File: src/rtl/cc_timer.sv
module cc_timer (
  input  logic        clk,
  input  logic        rst_n,
  input  logic        we,
  input  logic [4:0]  addr,
  input  logic [15:0] wdata,
  output logic [15:0] rdata,
  input  logic [3:0]  cap_pin,
  output logic [4:0]  cmp_pin,
  output logic [7:0]  irq,
  output logic        ovf_irq
);
  localparam logic [4:0] A_CNT = 5'd0, A_CMP5 = 5'd5, A_CAP1 = 5'd6, A_FLG = 5'd9,
    A_IEN = 5'd10, A_CTL = 5'd11, A_OVF = 5'd12, A_ACT = 5'd13, A_EDG = 5'd14,
    A_FRC = 5'd15, A_MSK = 5'd16, A_DAT = 5'd17;

  logic [15:0] cnt, cnt_nx;
  logic [3:0]  psc, psc_last;
  logic [15:0] cmp [5];
  logic [15:0] cap [3];
  logic [7:0]  flg, ien, edg, set_v, clr_v;
  logic [3:0]  ctl, s1, s2, s3, cev;
  logic [9:0]  act;
  logic [4:0]  msk, dat, hit, frc, ev, pin_nx;
  logic        ovf, tick, ctl_wr, mode5;

  assign ctl_wr = we && addr == A_CTL;
  assign mode5  = ctl[2];
  always_comb
    case (ctl[1:0])
      2'd0: psc_last = 4'd0;
      2'd1: psc_last = 4'd3;
      2'd2: psc_last = 4'd7;
      default: psc_last = 4'd15;
    endcase
  assign tick   = psc == psc_last && !ctl_wr;
  assign cnt_nx = cnt + 16'd1;

  always_comb
    for (int k = 0; k < 5; k++)
      hit[k] = tick && cnt_nx == cmp[k] && !(k == 4 && mode5);
  assign frc = (we && addr == A_FRC) ? wdata[4:0] : 5'd0;
  assign ev  = hit | frc;

  always_comb
    for (int j = 0; j < 4; j++)
      cev[j] = (edg[2*j] & s2[j] & ~s3[j]) | (edg[2*j+1] & ~s2[j] & s3[j]);

  assign set_v = {hit[0], hit[1], hit[2], hit[3], hit[4] | (mode5 & cev[3]),
                  cev[0], cev[1], cev[2]};
  assign clr_v = (we && addr == A_FLG) ? wdata[7:0] : 8'd0;

  always_comb
    for (int k = 0; k < 5; k++) begin
      pin_nx[k] = cmp_pin[k];
      if (ev[k])
        case (act[2*k +: 2])
          2'b01: pin_nx[k] = ~cmp_pin[k];
          2'b10: pin_nx[k] = 1'b0;
          2'b11: pin_nx[k] = 1'b1;
          default: ;
        endcase
      if (ev[0] && msk[k]) pin_nx[k] = dat[k];
    end

  always_ff @(posedge clk)
    if (!rst_n) begin
      cnt <= '0; psc <= '0; flg <= '0; ien <= '0; ctl <= '0; ovf <= 1'b0;
      act <= '0; edg <= '0; msk <= '0; dat <= '0; cmp_pin <= '0;
      s1 <= '0; s2 <= '0; s3 <= '0;
      for (int k = 0; k < 5; k++) cmp[k] <= '0;
      for (int j = 0; j < 3; j++) cap[j] <= '0;
    end else begin
      s1 <= cap_pin; s2 <= s1; s3 <= s2;
      if (ctl_wr) psc <= '0;
      else if (tick) begin psc <= '0; cnt <= cnt_nx; end
      else psc <= psc + 4'd1;
      ovf <= (ovf & ~(we && addr == A_OVF && wdata[0])) | (tick && cnt == 16'hFFFF);
      flg <= (flg & ~clr_v) | set_v;
      cmp_pin <= pin_nx;
      for (int j = 0; j < 3; j++) if (cev[j]) cap[j] <= cnt;
      for (int k = 0; k < 4; k++) if (we && addr == 5'(k + 1)) cmp[k] <= wdata;
      if (mode5 && cev[3]) cmp[4] <= cnt;
      else if (we && addr == A_CMP5) cmp[4] <= wdata;
      if (we)
        case (addr)
          A_IEN: ien <= wdata[7:0];
          A_CTL: ctl <= wdata[3:0];
          A_ACT: act <= wdata[9:0];
          A_EDG: edg <= wdata[7:0];
          A_MSK: msk <= wdata[4:0];
          A_DAT: dat <= wdata[4:0];
          default: ;
        endcase
    end

  always_comb begin
    rdata = '0;
    case (addr)
      A_CNT: rdata = cnt;
      5'd1, 5'd2, 5'd3, 5'd4, A_CMP5: rdata = cmp[addr - 5'd1];
      A_CAP1, 5'd7, 5'd8: rdata = cap[addr - A_CAP1];
      A_FLG: rdata = {8'd0, flg};
      A_IEN: rdata = {8'd0, ien};
      A_CTL: rdata = {12'd0, ctl};
      A_OVF: rdata = {15'd0, ovf};
      A_ACT: rdata = {6'd0, act};
      A_EDG: rdata = {8'd0, edg};
      A_MSK: rdata = {11'd0, msk};
      A_DAT: rdata = {11'd0, dat};
      default: rdata = '0;
    endcase
  end

  assign irq     = flg & ien;
  assign ovf_irq = ovf & ctl[3];


  cnt_step_chk: assert property (@(posedge clk) disable iff (!rst_n)
    cnt != $past(cnt) |-> cnt == $past(cnt) + 16'd1);

  ovf_set_chk: assert property (@(posedge clk) disable iff (!rst_n)
    ($past(cnt) == 16'hFFFF && cnt == 16'h0) |-> ovf);

  cap_hold_chk: assert property (@(posedge clk) disable iff (!rst_n)
    cap[0] != $past(cap[0]) |-> flg[2]);

  force_noflag_chk: assert property (@(posedge clk) disable iff (!rst_n)
    $past(frc != 5'd0 && !tick) |-> (flg[7:4] & ~$past(flg[7:4])) == 4'b0);

  mask_drive_chk: assert property (@(posedge clk) disable iff (!rst_n)
    $past(ev[0] && msk[1]) |-> cmp_pin[1] == $past(dat[1]));
endmodule

File: config.mk
export PLATFORM = sky130hd
export DESIGN_NAME = cc_timer
export DESIGN_NICKNAME = d
export VERILOG_FILES = /design/src/rtl/cc_timer.sv
export SDC_FILE = /design/constraint.sdc
export NUM_CORES = 1
export LEC_CHECK = 0
export BUFFER_PORTS_ARGS = -buffer_cell sky130_fd_sc_hd__buf_2
export CORE_MARGIN = 1
export CORE_UTILIZATION = 60
export CTS_CLUSTER_DIAMETER = 150
export CTS_CLUSTER_SIZE = 12
export DETAILED_ROUTE_END_ITERATION = 8
export PLACE_DENSITY = 0.81
export SETUP_SLACK_MARGIN = 0.2
export SKIP_CTS_REPAIR_TIMING = 1
export SKIP_LAST_GASP = 1
export SYNTH_ARGS = -nofsm -noshare
export SYNTH_HDL_FRONTEND = slang
export SYNTH_SLANG_ARGS = --single-unit
File: constraint.sdc
create_clock -name clk -period 9.75 [get_ports clk]
set_clock_uncertainty 0.15 [all_clocks]
set_input_delay 1.4625 -clock clk [delete_from_list [all_inputs] [get_ports clk]]
set_output_delay 1.4625 -clock clk [all_outputs]
set_load 0.05 [all_outputs]
==> summary.md <==
| Metric | Value |
|---|---|
| Final cell count without fillers | 1469 |
| Hold-critical path depth | 1 |
| Reg2reg end | cmp_pin[2] |
| Fin Setup TNS | 0 ns |
| Launching element type of the critical path | primary input |
| Total gr overflow | 0 |
| Post-Synth Simple-Gate Area | 19.4% |
| Initial core utilization | 61.4% |
| Combinational share of power | 10.4% |
| Final Hold Vio Count | 0 |
| Worst R2R Path Depth | 10 |
| Overall Power | 1.94 mW |
| Clk pwr share | 38.0% |
| Post-synth cell types | 80 |
| Setup crit end kind | primary output |
| Worst reg2reg startpoint | cnt[1] |
| Slew Viols, Final | 0 |
| Number of vias per cell | 6.82 |
| Post-synthesis net count | 1218 |
| Layout cells sized above 1 | 12.6% |
| DRC Markers | 0 |
| Initial DRC Count | 1314 |
| Io pins | 58 |
| Die span in y | 143 um |
| Largest family of logic cells by synthesized area | simple AND/OR/NAND/NOR gates |
| Mapped Avg Cell Area | 10.2 sq um |
| Switch share | 25.0% |
| Diodes inserted | 0 |
| Global-route wire length before repair | 55400 um |
| Post-synthesis adder-cell area fraction | 1.15% |
| Clock Tree Root | clkbuf_16 |
| P_int | 1.46 mW |
| Synthesized cell area | 12000 sq um |
| RSZ-0062 raised after global routing | no |
| Peak VDD IR | 147 uV |
| Antenna-violating nets left | 0 |
| Post-Synthesis Cells | 1179 |
| Port buffer count | 57 |
| Post-synth EDFFs | 128 |
| Clk_lat worst skew | 0.50 ns |
| Count of final setup violators | 0 |
| Seq pwr share | 51.7% |
| Area of the core | 19500 sq um |
| Slowest CP cell | o21ai_1 |
| Area grow syn2layout | 8.76% |
| Outcome | complete, no violations |
| Vias in the first global route | 9298 |
| Nets | 1231 |
| Async SR Flop Fraction | 0% |
| Max_slew headroom | 16.2% |
| Critical path type | in2out |
| Ys flop type | edfxtp_1 |
| Most frequent CP cell | buf_2 |
| Post-Layout Inst Area | 13000 sq um |
| Finished Core Util | 66.8% |
| Hold_ws | 0.281 ns |
| Compound-cell area share of the yosys netlist | 14.3% |
| CP max stage delay | 0.95 ns |
| Final period util | 63.8% |
| Total CTS buffers | 21 |
| Per-cell routed wire length | 24.6 um |
| Worst slew pin tran | 1.25 ns |
| Clk slew on worst S/H paths | 0.06 ns |
| CP Cell Sequence | buf_2 -> buf_4 -> inv_1 -> ha_1 -> nor2b_1 -> nor2_1 -> o21ai_1 -> o21ai_0 -> buf_2 |
| Drt pass-1 iters | 8 |
| Max Cap Viol | 0 |
| Num rows | 51 |
| Reg2reg setup slack | 4.98 ns |
| Die ar. | 20500 sq um |
| Placed Cells | 1434 |
| Post-DP HPWL | 25200 um |
| CTS max path bufs | 3 |
| Mux cell area share after synthesis | 6.73% |
| Fin worst setup slack | 3.53 ns |
| P_sw | 0.486 mW |
| Hold path start | s1[0] |
| Register area share after synthesis | 46.4% |
| CTS tree | done |
| Min Tclk post-route | 6.22 ns |
| Final GP Congestion | 1.02 |
| Hold-critical path endpoint | s2[0] |
| Total wire length | 36200 um |
| Die width | 143 um |
| Most common cell after layout, fill and taps aside | nand2_1 |
| CP arrival | 4.61 ns |
| Clock Sinks | 214 |
| Placed inst area | 12400 sq um |
| Total GRT Usage | 36.3% |
| Pre-CTS setup slack | 3.66 ns |
| Fillers | 1571 |
| Vias | 10013 |
| CTS HTree Levels | 1 |
| #FFs+latches synth | 214 |
| CP Max Fanout | 35 |
| Hold WC Path Type | reg2reg |
| Static leakage | 4.70 nW |
| Leading cell types in the layout, fill and taps excluded | nand2_1, edfxtp_1, dfxtp_1, a21oi_1, nor2_1 |
| Largest net degree at the start of global routing | 76 |
| Max Clk Rate | 0.161 GHz |
| Initial antenna violation count | 0 |
| Pwr Density | 149 nW/um^2 |
| Synth Area in XOR/XNOR | 8.39% |
| Worst path required time | 8.14 ns |
| Synth warn | 0 |
-- how the worst max path moves through the flow --
stage	cells past startpoint	to	start	slack [ns]
finish	9	rdata[5]	addr[0]	3.53
global route	9	rdata[5]	addr[0]	3.33
CTS	9	rdata[7]	addr[0]	3.66
detailed placement	9	rdata[7]	addr[0]	3.66
global placement	9	rdata[7]	addr[0]	3.71
floorplan	9	rdata[0]	addr[0]	2.73
-- worst max-delay path, delay by kind of cell --
family / cells / cell delay, ns
buf+inv: 4 / 1.13
simple gates: 2 / 0.27
fa+ha+maj: 1 / 0.32
compound gates: 2 / 1.39
-- cell usage after synthesis (5+ instances only) --
master | count | area [sq um]
a22oi_1 | 6 | 45.0
inv_1 | 19 | 71.3
xnor2_1 | 56 | 490
mux4_2 | 16 | 360
o311ai_0 | 6 | 52.6
o21ai_0 | 56 | 280
a21oi_1 | 75 | 375
nand4_1 | 19 | 119
nand2b_1 | 15 | 93.8
o31ai_1 | 5 | 37.5
nor2_1 | 69 | 259
ha_1 | 11 | 138
a222oi_1 | 13 | 130
xnor3_1 | 11 | 248
nand2_1 | 129 | 484
buf_2 | 13 | 65.1
nand3b_1 | 9 | 67.6
and3_1 | 29 | 181
mux2i_1 | 39 | 390
buf_1 | 12 | 45.0
or4_1 | 5 | 37.5
nor3b_1 | 6 | 45.0
and2_1 | 39 | 244
nor2b_1 | 10 | 62.6
a31oi_1 | 9 | 56.3
edfxtp_1 | 128 | 3840
o221ai_1 | 10 | 87.6
or2_2 | 6 | 37.5
a221oi_1 | 6 | 52.6
and4_1 | 8 | 70.1
nor3_1 | 25 | 125
clkbuf_1 | 59 | 221
nand3_1 | 38 | 190
mux2_2 | 5 | 56.3
xor2_1 | 26 | 228
a22o_1 | 17 | 149
dfxtp_1 | 86 | 1720
nor4_1 | 9 | 56.3
-- routing by layer --
layer	track usage [%]	wire length, um
met5	0	0
met4	15.3	1650
met3	7.53	4410
met2	56.9	16200
met1	49.1	13900
-- registers in the layout, indices dropped and copies added, names as in the netlist --
name	cells
s3	4
edg	8
psc	4
cnt	16
dat	5
msk	5
cmp	80
cap	48
ien	8
s1	4
cmp_pin	5
ovf	1
act	10
ctl	4
s2	4
flg	8
-- logic make-up (layout without fill, tap and decap cells) --
logic type | count (synthesis) | in the layout
flip-flops | 214 | 214
AO/OA/AOI/OAI | 255 | 255
adder cells (fa/ha/maj) | 11 | 11
buffers and inverters | 107 | 132
XOR/XNOR | 95 | 95
multiplexers | 60 | 60
AND/OR/NAND/NOR | 437 | 437
-- power groups by stage --
| stage | logic, mW | registers [mW] | clock network, mW |
|---|---|---|---|
| after floorplan | 0.135 | 1.01 | 0 |
| after global placement | 0.193 | 1.02 | 0 |
| after detailed placement | 0.196 | 1.02 | 0 |
| after CTS | 0.197 | 1.00 | 0.742 |
| after global routing | 0.212 | 1.01 | 0.779 |
| final | 0.202 | 1.00 | 0.738 |
-- final cells by class --
type	instances	area [sq um]	share of cell area, %
Sequential cell	214	5570	42.7
Clock buffer	35	588	4.51
Timing Repair Buffer	78	443	3.40
Multi-Input combinational cell	858	6040	46.3
Inverter	19	71.3	0.547
Tap cell	265	332	2.54
(Power assumes the default switching activity.)
